<file path="config.mk">
export PLATFORM = sky130hd
export DESIGN_NAME = flash_status_reporter
export DESIGN_NICKNAME = d
export VERILOG_FILES = /design/src/rtl/flash_status_reporter.sv
export SDC_FILE = /design/constraint.sdc
export NUM_CORES = 1
export LEC_CHECK = 0
export CAP_MARGIN = 5
export CORE_MARGIN = 1
export CORE_UTILIZATION = 53
export DETAILED_ROUTE_END_ITERATION = 6
export DONT_BUFFER_PORTS = 1
export GPL_ROUTABILITY_DRIVEN = 0
export PLACE_DENSITY = 0.82
export SLEW_MARGIN = 40
export SYNTH_ARGS = -nofsm -noshare
export SYNTH_HDL_FRONTEND = slang
export SYNTH_SLANG_ARGS = --single-unit
</file>
<file path="constraint.sdc">
create_clock -name clk -period 1.65 [get_ports clk]
set_input_delay 0.33 -clock clk [delete_from_list [all_inputs] [get_ports clk]]
set_output_delay 0.33 -clock clk [all_outputs]
set_load 0.005 [all_outputs]
</file>
<file path="src/rtl/flash_status_reporter.sv">
module flash_status_reporter #(
  parameter int PROG_TYP_CYC  = 10,
  parameter int PROG_MAX_CYC  = 50,
  parameter int ERASE_TYP_CYC = 40,
  parameter int ERASE_MAX_CYC = 400,
  parameter int PWRON_CYC     = 20,
  parameter bit USE_MAX       = 1'b0
) (
  input  logic       clk,
  input  logic       rst_n,
  input  logic       start,
  input  logic [1:0] op,
  input  logic [7:0] wdata,
  input  logic [7:0] array_data,
  input  logic       rd_n,
  output logic [7:0] dout,
  output logic       busy
);

  localparam int PROG_CYC  = USE_MAX ? PROG_MAX_CYC : PROG_TYP_CYC;
  localparam int ERASE_CYC = USE_MAX ? ERASE_MAX_CYC : ERASE_TYP_CYC;
  localparam int LONGEST   = (PROG_CYC > ERASE_CYC) ? PROG_CYC : ERASE_CYC;
  localparam int CW        = $clog2(LONGEST + 1);
  localparam int PW        = $clog2(PWRON_CYC + 2);
  localparam logic [CW-1:0] PROG_LOAD  = CW'(PROG_CYC - 1);
  localparam logic [CW-1:0] ERASE_LOAD = CW'(ERASE_CYC - 1);
  localparam logic [CW-1:0] MAX_LOAD   = CW'(LONGEST - 1);
  localparam logic [PW-1:0] PWR_END    = PW'(PWRON_CYC);

  logic [PW-1:0] pwr_cnt;
  logic [CW-1:0] cnt;
  logic          poll, tgl, rd_q;

  wire pwr_ok  = (pwr_cnt == PWR_END);
  wire rd_fall = rd_q & ~rd_n;
  wire accept  = start & pwr_ok & ~busy & (op != 2'b11);

  always_ff @(posedge clk or negedge rst_n) begin
    if (!rst_n) pwr_cnt <= '0;
    else if (!pwr_ok) pwr_cnt <= pwr_cnt + 1'b1;
  end

  always_ff @(posedge clk or negedge rst_n) begin
    if (!rst_n) rd_q <= 1'b1;
    else rd_q <= rd_n;
  end

  always_ff @(posedge clk or negedge rst_n) begin
    if (!rst_n) begin
      busy <= 1'b0;
      cnt  <= '0;
      poll <= 1'b0;
      tgl  <= 1'b0;
    end else if (accept) begin
      busy <= 1'b1;
      cnt  <= (op == 2'b00) ? PROG_LOAD : ERASE_LOAD;
      poll <= (op == 2'b00) ? ~wdata[7] : 1'b0;
      tgl  <= 1'b0;
    end else if (busy) begin
      if (cnt == '0) busy <= 1'b0;
      else cnt <= cnt - 1'b1;
      if (rd_fall) tgl <= ~tgl;
    end
  end

  assign dout = busy ? {poll, tgl, 6'b0} : array_data;

  AST_START_IGNORED: assert property (@(posedge clk) disable iff (!rst_n)
    busy && cnt != '0 && start |=> busy && $stable(dout[7]));
  AST_PWRON_BLOCK: assert property (@(posedge clk) disable iff (!rst_n)
    !pwr_ok && !busy |=> !busy);
  AST_TOGGLE_HOLD: assert property (@(posedge clk) disable iff (!rst_n)
    busy && cnt != '0 && !rd_fall |=> $stable(dout[6]));
  AST_POLL_STEADY: assert property (@(posedge clk) disable iff (!rst_n)
    busy && cnt != '0 |=> $stable(dout[7]));
  AST_DONE_AT_ZERO: assert property (@(posedge clk) disable iff (!rst_n)
    $fell(busy) |-> $past(cnt) == '0);
  AST_CNT_RANGE: assert property (@(posedge clk) disable iff (!rst_n)
    busy |-> cnt <= MAX_LOAD);

endmodule

</file>
==> After elaboration in Yosys (flattened, before gate mapping) <==
Cells that the tools add are included.
{ "word_totals": {"in_bits": 22, "ff_bits": 15, "wordCells": 37} }
{ "op_classes": {"bitwise": 8, "mux": 12, "n_reduce_logical": 6, "n_eq_ne": 3, "addsub": 2} }
{ "op_table": {"columns": ["cell", "n"], "rows": [
  ["$mux 6", 4],
  ["$mux 8", 1],
  ["$mux 1", 7],
  ["$logic_not 6->1", 1],
  ["$sub 6x1->6 const B", 1],
  ["$add 5x1->5 const B", 1],
  ["$eq 5x5->1 const B", 1],
  ["$and 1x1->1", 4],
  ["$ne 2x2->1 const B", 2],
  ["$not 1->1", 4],
  ["$reduce_and 2->1", 2],
  ["$reduce_bool 2->1", 2],
  ["$logic_not 2->1", 1]
]} }

==> Logic depth before layout (Yosys ltp) <==
Gate-level depths: netlist of run 1.
{ "depth": {"word_depth": 6, "ltp_mapped": 7, "mapped_depth_nobuf": 6} }

==> Least setup slack after synthesis of run 1 <==
No wires, ideal clock.
{ "synth_timing": {"path_kind": "register -> register", "start": "register cnt[0]", "end": "register cnt[1]", "path_slack_ps": -133, "t_arrival_ps": 1704, "synth_period_minus_slack_ps": 1783, "setup_ps": 79, "path_stages_with_launch": 7, "cell_sequence": "dfrtp_1 > inv_1 > ha_1 > or4b_4 > o21ai_2 > mux2_2 > mux2i_1"} }
{ "synth_between": {"elab_chain_cells": 4, "elab_cells_between_ends": 7, "classes_between": "1 x add/sub; 1 x eq/ne; 3 x mux; 2 x reduce/logical"} }
{ "synth_rtl": {"columns": ["element", "line_no", "source"], "rows": [
  ["start, declared", "31", "logic [CW-1:0] cnt;"],
  ["start signal, assigned", "56", "cnt <= (op == 2'b00) ? PROG_LOAD : ERASE_LOAD;"],
  ["start signal, assigned", "61", "else cnt <= cnt - 1'b1;"],
  ["$sub 6x1->6", "61", null],
  ["$mux 6", "60", "if (cnt == '0) busy <= 1'b0;"],
  ["$mux 6", "59", "end else if (busy) begin"],
  ["$mux 6", "54", "end else if (accept) begin"]
]} }
Parallel ways exist; a longest one is shown, timed or not. The select of a mux whose other input is x is not followed.
A chain may end at the register's enable or synchronous reset.

==> Worst setup path in the final report of run 1 <==
{ "layout_timing": {"start": "register cnt[1]", "end": "register cnt[1]"} }
The elaborated chain is that of the path after synthesis.

==> run_results.csv, run 1 <==
group,metric,value,unit
timing,final-hold-violation-count,0,
global_routing,vias_in_the_first_global_route,626,
timing,hold_slack,33.9,ps
critical_path,criticalPathCategory,"reg2reg",
pwr,worst_ir_drop_vdd,0.863,mV
floorplanning,die_h,41.3,um
run,maxCapViolCount,0,
cells_and_area,area_added_between_synthesis_and_finish,30.1,%
yosys,post_synth_num_cell_types,28,
hold_path,worst_hold_stages,0,
cells_and_area,finalCoreUtilization,77.9,%
pwr,fin_total_pwr,0.00151,W
clocking,tritoncts,"done",
critical_path,crit_arrival,1990,ps
detailed_routing,vias,637,
hold_path,worstHoldPathType,"in2reg",
yosys,postSynthRegisterBits,15,
pwr,switching_power,0.000518,W
critical_path,crit-reg2reg-launch,"cnt[1]",
hold_path,worst_hold_path.endpoint,"rd_q",
yosys,adder_cell_share_of_the_synthesized_area,6.12,%
yosys,synth_compound_area_share,9.94,%
detailed_routing,route.detailed.wl_per_inst,14.2,um
detailed_routing,drt_pre_antenna_iters,4,
cells_and_area,n_fill_cell,93,
clocking,cts-root-buf,"sky130_fd_sc_hd__clkbuf_4",
pwr,power.share.switching,34.2,%
timing,period_share,108,%
global_routing,grt_first_pass_wirelength,2440,um
global_routing,globalRouteTotalUtil,23.2,%
critical_path,rrSetupSlack,-130,ps
pwr,power_frac_clock,13.7,%
critical_path,r2r_cells,6,
pwr,intPower,0.000994,W
critical_path,endpoint_kind,"register",
critical_path,startpoint_type,"register",
timing,tightest_slew,657,ps
floorplanning,die_w,41.3,um
floorplanning,core_area,1370,um^2
critical_path,required,1860,ps
yosys,synth_top_family_by_area,"simple AND/OR/NAND/NOR gates",
yosys,synth_cells,77,
timing,finalSetupViolCount,2,
clocking,cts_num_sinks,15,
pwr,pwr_density_cell,1420,nW/um^2
detailed_routing,drt_first_iter_violations,7,
timing,clock-skew-final,1.12,ps
yosys,yosys_warnings,0,
placement,placement.setup.worst_slack,-126,ps
detailed_routing,drt.antenna.violating_nets,0,
yosys,synth-xor-area-share,6.42,%
timing,post-route-min-period,1780,ps
detailed_routing,drc,0,
yosys,synth.cell_area,818,um^2
floorplanning,start_util,59.9,%
global_routing,grt_antenna_before_repair,0,
detailed_routing,detailroute.wirelength.met3,85,um
detailed_routing,routed_wl_met2,872,um
detailed_routing,post_drt_via_cell_ratio,5.49,
timing,fin_ws,-128,ps
cells_and_area,antennaDiodeCount,0,
timing,worst_slew_margin,56.0,%
timing,max_clock_freq,562,MHz
timing,setup_repair_after_global_routing_missed_its_margin,"yes",
yosys,synthesis.area_per_instance,10.6,um^2
critical_path,crit_path_max_fanout,3,
detailed_routing,wl_met1,654,um
pwr,power.sequential.fraction,37.9,%
clocking,insertion_delay,280,ps
cells_and_area,design.final.nets,128,
floorplanning,top_level_i_o_count,31,
cells_and_area,fraction_of_final_layout_cells_with_drive_strength_greater_than_1,39.6,%
yosys,synth_area_in_simple_gates,20.8,%
yosys,ys_seq_area_share,46.0,%
floorplanning,floorplan.die_area,1700,um^2
clocking,clock_pin_slew_of_the_registers_on_the_worst_case_setup_and_hold_paths,80,ps
clocking,max_buffers_root_to_sink,2,
detailed_routing,routed_wirelength,1650,um
pwr,combPwrFrac,48.4,%
placement,dpl.hpwl,1110,um
critical_path,crit-reg2reg-capture,"cnt[1]",
floorplanning,placementRows,13,
timing,final.setup.tns,-252,ps
clocking,tritoncts_buffers,3,
hold_path,min_from,"rd_n",
global_routing,globalRoute.totalOverflow,0,
placement,io_buffer_count,0,
pwr,p_leak,0.490,nW
yosys,syn-num-nets,103,
status,failed_checks,"negative setup slack",
timing,timing_max_transition_violations_final,0,
clocking,htreeDepth,1,
yosys,synth.mux.area_fraction,6.57,%
status,outcome,"finished, violations left",
global_routing,grt_start_max_net_pins,16,
detailed_routing,route.top_layer_used,"met4",
## kinds of logic (layout without fill, tap and decap cells)
family	after synthesis	in the layout
fa+ha+maj	4	4
compound gates	11	11
simple gates	29	29
mux	5	5
buf+inv	7	31
xor+xnor	6	6
flops	15	15
## metrics by stage
step	std cells	area, um^2
floorplan	77	845
global route	116	1060
finish	116	1060
detailed placement	103	946
CTS	112	1030
global placement	103	946
## synth_stat cells, drive strengths merged
library cell / instances / share of area [%]
and2: 1 / 0.92
xnor2: 6 / 6.4
or3: 1 / 0.77
a21o: 1 / 1.1
mux2: 3 / 4.1
nand3: 5 / 3.1
nand4b: 1 / 2.9
mux2i: 2 / 2.4
nor2: 4 / 1.8
nor3: 1 / 0.61
inv: 5 / 2.3
dfrtp: 14 / 43
ha: 4 / 6.1
dfstp: 1 / 3.2
a2111o: 1 / 1.4
a21boi: 1 / 0.92
nand2: 8 / 3.7
or4b: 1 / 1.7
o41ai: 1 / 1.1
o31ai: 1 / 0.92
buf: 1 / 1.4
o21ai: 3 / 2.3
a21oi: 1 / 0.61
o211ai: 1 / 0.92
clkbuf: 1 / 0.46
nor2b: 7 / 5.4
a31oi: 1 / 0.77
## sequential cells by signal, indices dropped and copies added, names as in the netlist
name     flops
busy         1
pwr_cnt      5
poll         1
rd_q         1
cnt          6
tgl          1
## cell type report
cell class                 instances  area (um^2)  area share (%)
clock buffer                       4         26.3            2.47
inverter                           5         18.8            1.76
multi-input combinational         55          449            42.2
sequential                        15          377            35.4
tap                               15         18.8            1.76
timing repair buffer              22          175            16.5
## power groups by stage
| stage | combinational, W | clock, W | sequential, W |
|---|---|---|---|
| after CTS | 0.000665 | 0.000211 | 0.000574 |
| after floorplan | 0.000443 | 0 | 0.000560 |
| after global placement | 0.000601 | 0 | 0.000572 |
| after detailed placement | 0.000626 | 0 | 0.000580 |
| after global routing | 0.000815 | 0.000227 | 0.000591 |
| final | 0.000731 | 0.000208 | 0.000573 |
## critical path, cell delays in order (launching register included)
cell	delay, ps
sky130_fd_sc_hd__dfrtp_1	390
sky130_fd_sc_hd__inv_2	90
sky130_fd_sc_hd__ha_4	130
sky130_fd_sc_hd__or4b_4	490
sky130_fd_sc_hd__o21ai_4	170
sky130_fd_sc_hd__mux2_4	310
sky130_fd_sc_hd__mux2i_1	130
## per-layer routing
layer	vias to the layer above	global-route usage (%)
met4	0	13.7
met5	-	0
met1	298	22.5
met2	26	44.9
met3	5	3.72
li1	308	-
## worst max-delay path by stage
stage | from | endpoint | slack, ps | cells past startpoint
after floorplan | cnt[1] | cnt[1] | -90 | 6
after global placement | cnt[1] | cnt[1] | -110 | 6
after detailed placement | cnt[1] | cnt[1] | -130 | 6
after CTS | cnt[1] | cnt[1] | -120 | 6
after global routing | cnt[1] | cnt[1] | -210 | 6
final | cnt[1] | cnt[1] | -130 | 6
## cells in the final DEF (no fill, tap or decap), drive strengths merged, types with 2 or more instances in the layout
master / n
buf: 21
clkbuf: 4
dfrtp: 14
ha: 4
inv: 5
mux2: 3
mux2i: 2
nand2: 8
nand3: 5
nor2: 4
nor2b: 7
o21ai: 3
xnor2: 6
## repair_timing
action | in CTS | in global routing
hold buffers | 1 | 0
buffers inserted | 4 | 4
pin swaps | 3 | 3
endpoints found under the hold margin | 15 | 0
endpoints found under the setup margin | 4 | 8
gates resized for setup | 4 | 2
(Power assumes the default switching activity.)
==> run 2, diff against run 1 <==
SETUP_SLACK_MARGIN = 0.3   (was unset)
==> run 2 against run 1 <==
The flow still finishes with violations (negative setup slack). Wire length rose by 47%. Total power rose by 19%. Combinational power rose by 36%. Flip-flop and latch count did not move. Critical endpoint unchanged. Critical path depth did not move. Die area did not move. Final cell count rose by 5.2%. Hold slack got worse by 25 ps. Clock power rose by 9%. Design area rose by 14%. Sequential share of layout area fell by 4.4 points.
==> run_results.csv, run 2 (synthesized netlist as in run 1, its figures left out) <==
group,metric,value,unit
critical_path,crit_arrival,2020,ps
floorplanning,placementRows,13,
clocking,max_buffers_root_to_sink,2,
clocking,clock_pin_slew_of_the_registers_on_the_worst_case_setup_and_hold_paths,100,ps
pwr,power.sequential.fraction,32.2,%
cells_and_area,final_cell_mix,"sky130_fd_sc_hd__buf_4, sky130_fd_sc_hd__dfrtp_1, sky130_fd_sc_hd__nand2_1",
pwr,fin_total_pwr,0.00180,W
timing,clock-skew-final,9.28,ps
detailed_routing,route.detailed.wl_per_inst,19.9,um
timing,hold_slack,9.20,ps
detailed_routing,route.top_layer_used,"met4",
timing,finalSetupViolCount,6,
floorplanning,core_area,1370,um^2
cells_and_area,design.final.nets,134,
placement,io_buffer_count,0,
cells_and_area,layout.cells.most_common,"sky130_fd_sc_hd__buf_4",
floorplanning,top_level_i_o_count,31,
global_routing,globalRoute.totalOverflow,0,
global_routing,vias_in_the_first_global_route,690,
clocking,cts_num_sinks,15,
pwr,pwr_density_cell,1480,nW/um^2
floorplanning,die_h,41.3,um
clocking,tritoncts_buffers,3,
detailed_routing,drt_first_iter_violations,24,
cells_and_area,largest_reg_flops,6,
clocking,cts-root-buf,"sky130_fd_sc_hd__clkbuf_4",
clocking,tritoncts,"done",
timing,period_share,108,%
global_routing,grt_start_max_net_pins,16,
timing,final.setup.tns,-540,ps
cells_and_area,fraction_of_final_layout_cells_with_drive_strength_greater_than_1,54.2,%
clocking,htreeDepth,1,
floorplanning,die_w,41.3,um
run,maxCapViolCount,0,
pwr,power_frac_clock,12.5,%
cells_and_area,finalCoreUtilization,89.2,%
critical_path,criticalPathCategory,"reg2reg",
timing,max_clock_freq,562,MHz
critical_path,required,1890,ps
detailed_routing,routed_wirelength,2430,um
detailed_routing,post_drt_via_cell_ratio,6.20,
pwr,power.share.switching,37.3,%
detailed_routing,drt_pre_antenna_iters,4,
critical_path,endpoint_kind,"register",
pwr,p_leak,0.578,nW
timing,worst_slew_margin,53.1,%
status,failed_checks,"negative setup slack",
cells_and_area,n_fill_cell,60,
global_routing,globalRouteTotalUtil,27.3,%
pwr,switching_power,0.000673,W
pwr,combPwrFrac,55.2,%
cells_and_area,area_added_between_synthesis_and_finish,48.9,%
pwr,intPower,0.00113,W
critical_path,crit_path_max_fanout,2,
timing,timing_max_transition_violations_final,0,
timing,fin_ws,-130,ps
placement,dpl.hpwl,1160,um
detailed_routing,routed_wl_met2,1270,um
detailed_routing,detailroute.wirelength.met3,165,um
global_routing,grt_first_pass_wirelength,2840,um
timing,final-hold-violation-count,0,
critical_path,startpoint_type,"register",
floorplanning,start_util,59.9,%
clocking,insertion_delay,300,ps
placement,place_area,946,um^2
timing,setup_repair_after_global_routing_missed_its_margin,"yes",
detailed_routing,drc,0,
cells_and_area,antennaDiodeCount,0,
cells_and_area,registers.top_by_ff_count,"cnt",
status,outcome,"finished, violations left",
timing,post-route-min-period,1780,ps
cells_and_area,reg.largest.list,"cnt: 6 flops, pwr_cnt: 5 flops",
hold_path,worstHoldPathType,"in2reg",
detailed_routing,wl_met1,917,um
floorplanning,floorplan.die_area,1700,um^2
timing,tightest_slew,701,ps
detailed_routing,drt.antenna.violating_nets,0,
cells_and_area,finalInstanceArea,1220,um^2
detailed_routing,vias,757,
pwr,worst_ir_drop_vdd,1.38,mV
global_routing,grt_antenna_before_repair,0,
[run 2: cell types whose count changed in the layout (fill, tap and decap cells not counted), moves of 2 or more]
cell,delta
sky130_fd_sc_hd__buf_4,+2
sky130_fd_sc_hd__nor2b_1,-6
sky130_fd_sc_hd__nor2b_4,+6
sky130_fd_sc_hd__buf_6,+4
sky130_fd_sc_hd__mux2_4,+2
sky130_fd_sc_hd__nand3_1,-2
sky130_fd_sc_hd__mux2_2,-2
[run 2: worst paths after layout]
check	from	endpoint	slack, ps	cells after the start
setup / recovery	cnt[1]	cnt[1]	-130	6
hold / removal	rd_n	rd_q	9	0
setup reg to reg	cnt[1]	cnt[1]	-130	6
hold reg to reg	poll	poll	510	2
max in group asynchronous	rst_n	busy	650	1
min in group asynchronous	rst_n	cnt[4]	500	1
[run 2: timing repair]
action,in CTS,in global routing
buffers inserted,10,5
endpoints found under the setup margin,17,17
pin swaps,6,4
gates cloned,1,0
hold buffers,1,0
gates resized for setup,24,6
endpoints found under the hold margin,15,0
[run 2: cell type report]
class	instances	area (um^2)	area share, %
Clock buffer	3	22.5	1.85
Sequential cell	15	378	31.0
Inverter	5	18.8	1.54
Clock inverter	1	5.00	0.411
Timing Repair Buffer	28	235	19.3
Multi-Input combinational cell	55	541	44.4
Tap cell	15	18.8	1.54
[run 2: stage by stage]
stage | std cells | worst slack, ps
2_1_floorplan | 77 | -85.5
3_3_place_gp | 101 | -117
3_5_place_dp | 101 | -166
4_1_cts | 117 | -143
5_1_grt | 122 | -171
6_report | 122 | -130
[run 2: power groups by stage]
stage               Clock [W]  Sequential [W]  Combinational [W]
global placement            0        0.000565           0.000585
global route         0.000240        0.000589            0.00106
CTS                  0.000219        0.000572           0.000831
floorplan                   0        0.000560           0.000446
detailed placement          0        0.000570           0.000613
finish               0.000226        0.000581           0.000996
[run 2: per-layer routing]
layer / GRT usage, % / vias to the layer above
li1: - / 326
met1: 26.8 / 374
met2: 50.0 / 47
met3: 6.38 / 10
met4: 18.5 / 0
met5: 0 / -
[run 2: critical path, cell delays in order, from the launching register on]
cell and delay, ps:
sky130_fd_sc_hd__dfrtp_1 410, sky130_fd_sc_hd__inv_2 90, sky130_fd_sc_hd__ha_4 130, sky130_fd_sc_hd__or4b_4 470
sky130_fd_sc_hd__o21ai_4 170, sky130_fd_sc_hd__mux2_4 320, sky130_fd_sc_hd__mux2i_1 120
==> run 3, diff against run 2 <==
CORE_MARGIN = 2   (was 1)
GPL_ROUTABILITY_DRIVEN = unset   (was 0)
HOLD_SLACK_MARGIN = 0.12   (was unset)
==> run 3 against run 2 <==
The flow still finishes with violations (negative setup slack). First-iteration DRC count shrank 58%. Largest power group unchanged. Utilization is 12 points lower. Design area decreased by 7.0%. Combinational power down 17%.
==> run_results.csv, run 3 (synthesized netlist as in run 1, its figures left out) <==
group,metric,value,unit
floorplanning,die_h,43.3,um
floorplanning,start_util,55.6,%
detailed_routing,drt.antenna.violating_nets,0,
pwr,fin_total_pwr,0.00162,W
timing,fin_ws,-140,ps
floorplanning,placementRows,14,
cells_and_area,antennaDiodeCount,0,
critical_path,cpPeakStageDelay,480,ps
timing,timing_max_transition_violations_final,0,
timing,final-hold-violation-count,0,
critical_path,crit_cells,6,
critical_path,crit-reg2reg-capture,"cnt[1]",
clocking,max_buffers_root_to_sink,2,
detailed_routing,drc,0,
detailed_routing,routed_wirelength,1840,um
status,failed_checks,"negative setup slack",
timing,post-route-min-period,1790,ps
hold_path,min_from,"op[0]",
cells_and_area,final_cell_mix,"sky130_fd_sc_hd__dfrtp_1, sky130_fd_sc_hd__buf_4, sky130_fd_sc_hd__nor2b_1, sky130_fd_sc_hd__nand2_1",
clocking,tritoncts,"done",
cells_and_area,fraction_of_final_layout_cells_with_drive_strength_greater_than_1,42.2,%
cells_and_area,area_added_between_synthesis_and_finish,38.5,%
cells_and_area,registers.top_by_ff_count,"cnt",
critical_path,worstPathCellList,"inv_2 -> ha_4 -> or4b_4 -> o21ai_4 -> mux2_4 -> mux2i_1",
clocking,clock_pin_slew_of_the_registers_on_the_worst_case_setup_and_hold_paths,90,ps
pwr,pwr_density_cell,1430,nW/um^2
timing,period_share,108,%
pwr,worst_ir_drop_vdd,1.08,mV
clocking,htreeDepth,1,
detailed_routing,vias,675,
critical_path,critPathTopFamily,"simple AND/OR/NAND/NOR gates",
timing,setup_repair_after_global_routing_missed_its_margin,"yes",
critical_path,required,1870,ps
critical_path,rrSetupSlack,-140,ps
global_routing,globalRoute.totalOverflow,0,
pwr,p_leak,0.511,nW
clocking,cts-root-buf,"sky130_fd_sc_hd__clkbuf_4",
floorplanning,top_level_i_o_count,31,
detailed_routing,drt_first_iter_violations,10,
timing,tightest_slew,671,ps
placement,place_congestion,0.798,
clocking,cts_num_sinks,15,
critical_path,crit_path_max_fanout,2,
critical_path,startpoint_type,"register",
pwr,intPower,0.00103,W
pwr,power_frac_clock,13.6,%
floorplanning,die_w,43.3,um
cells_and_area,reg.largest.list,"cnt: 6 flops, pwr_cnt: 5 flops",
clocking,insertion_delay,290,ps
global_routing,grt_first_pass_wirelength,2990,um
floorplanning,floorplan.die_area,1870,um^2
critical_path,r2r_cells,6,
cells_and_area,design.final.nets,129,
global_routing,globalRouteTotalUtil,22.4,%
cells_and_area,largest_reg_flops,6,
timing,worst_slew_margin,55.1,%
timing,max_clock_freq,559,MHz
global_routing,vias_in_the_first_global_route,680,
placement,dpl.hpwl,1140,um
hold_path,worst_hold_stages,2,
pwr,power.share.switching,36.4,%
critical_path,crit_arrival,2010,ps
pwr,power.sequential.fraction,35.6,%
timing,clock-skew-final,2.71,ps
run,maxCapViolCount,0,
critical_path,crit-reg2reg-launch,"cnt[0]",
hold_path,worstHoldPathType,"in2reg",
critical_path,criticalPathCategory,"reg2reg",
detailed_routing,route.detailed.wl_per_inst,15.6,um
global_routing,grt_start_max_net_pins,16,
critical_path,endpoint_kind,"register",
global_routing,grt_antenna_before_repair,0,
clocking,tritoncts_buffers,3,
pwr,combPwrFrac,50.8,%
placement,placement.setup.worst_slack,-132,ps
timing,finalSetupViolCount,4,
critical_path,cpMaxStageDelayCell,"sky130_fd_sc_hd__or4b_4",
critical_path,count_of_buffering_cells_on_the_critical_path_with_inverters_included,1,
floorplanning,core_area,1470,um^2
status,outcome,"finished, violations left",
placement,io_buffer_count,0,
detailed_routing,drt_pre_antenna_iters,4,
pwr,switching_power,0.000589,W
hold_path,worst_hold_path.endpoint,"cnt[1]",
detailed_routing,post_drt_via_cell_ratio,5.72,
[run 3: changes by cell type in the layout (fill, tap and decap cells not counted), sizes merged]
cell         before  now
buf              27   18
clkinv            1    0
clkbuf            3    4
dlygate4sd3       1    5
[run 3: stage by stage]
step	instances	TNS [ps]	area, um^2	utilization [%]	hold WS [ps]
finish	118	-334	1130	77.0	205
global route	118	-625	1130	77.0	219
CTS	116	-282	1100	74.7	206
detailed placement	104	-251	962	65.4	34.7
global placement	104	-133	962	65.4	34.7
floorplan	77	-85.5	861	-	34.4
[run 3: layout make-up]
type	instances	area [um^2]
fillers	93	338
inverters	5	18.8
clock buffers	4	26.3
well taps	16	20.0
repair buffers	23	200
multi-input cells	55	492
flip-flops and latches	15	377
[run 3: per-layer routing]
metal,share of wire (%),GRT usage [%]
met5,0,0
met4,3.3,14.5
met1,40,26.1
met3,5.6,2.98
met2,51,37.9
[run 3: power by group through the flow]
stage	Combinational (W)	Sequential [W]	Clock, W
after floorplan	0.000446	0.000560	0
after global placement	0.000597	0.000571	0
after detailed placement	0.000630	0.000575	0
after CTS	0.000751	0.000571	0.000224
after global routing	0.000902	0.000591	0.000235
final	0.000824	0.000577	0.000220
[run 3: how the worst max path moves through the flow]
stage | slack, ps | startpoint | end
finish | -140 | cnt[0] | cnt[1]
global route | -180 | cnt[0] | cnt[1]
detailed placement | -130 | cnt[1] | cnt[1]
global placement | -100 | cnt[1] | cnt[1]
floorplan | -90 | cnt[1] | cnt[1]
CTS | -120 | cnt[0] | cnt[1]
[run 3: what timing repair did]
| item | 4_1_cts | 5_1_grt |
|---|---|---|
| hold buffers | 5 | 0 |
| pin swaps | 3 | 3 |
| endpoints found under the hold margin | 17 | 0 |
| setup buffers | 3 | 2 |
| setup endpoints to repair | 18 | 18 |
| gates resized for setup | 10 | 4 |
[run 3: worst reg2reg max path, cell delays in order, from the launching register on]
cell and delay (ps):
sky130_fd_sc_hd__dfrtp_1 400, sky130_fd_sc_hd__inv_2 80, sky130_fd_sc_hd__ha_4 130, sky130_fd_sc_hd__or4b_4 480, sky130_fd_sc_hd__o21ai_4 180, sky130_fd_sc_hd__mux2_4 320, sky130_fd_sc_hd__mux2i_1 120
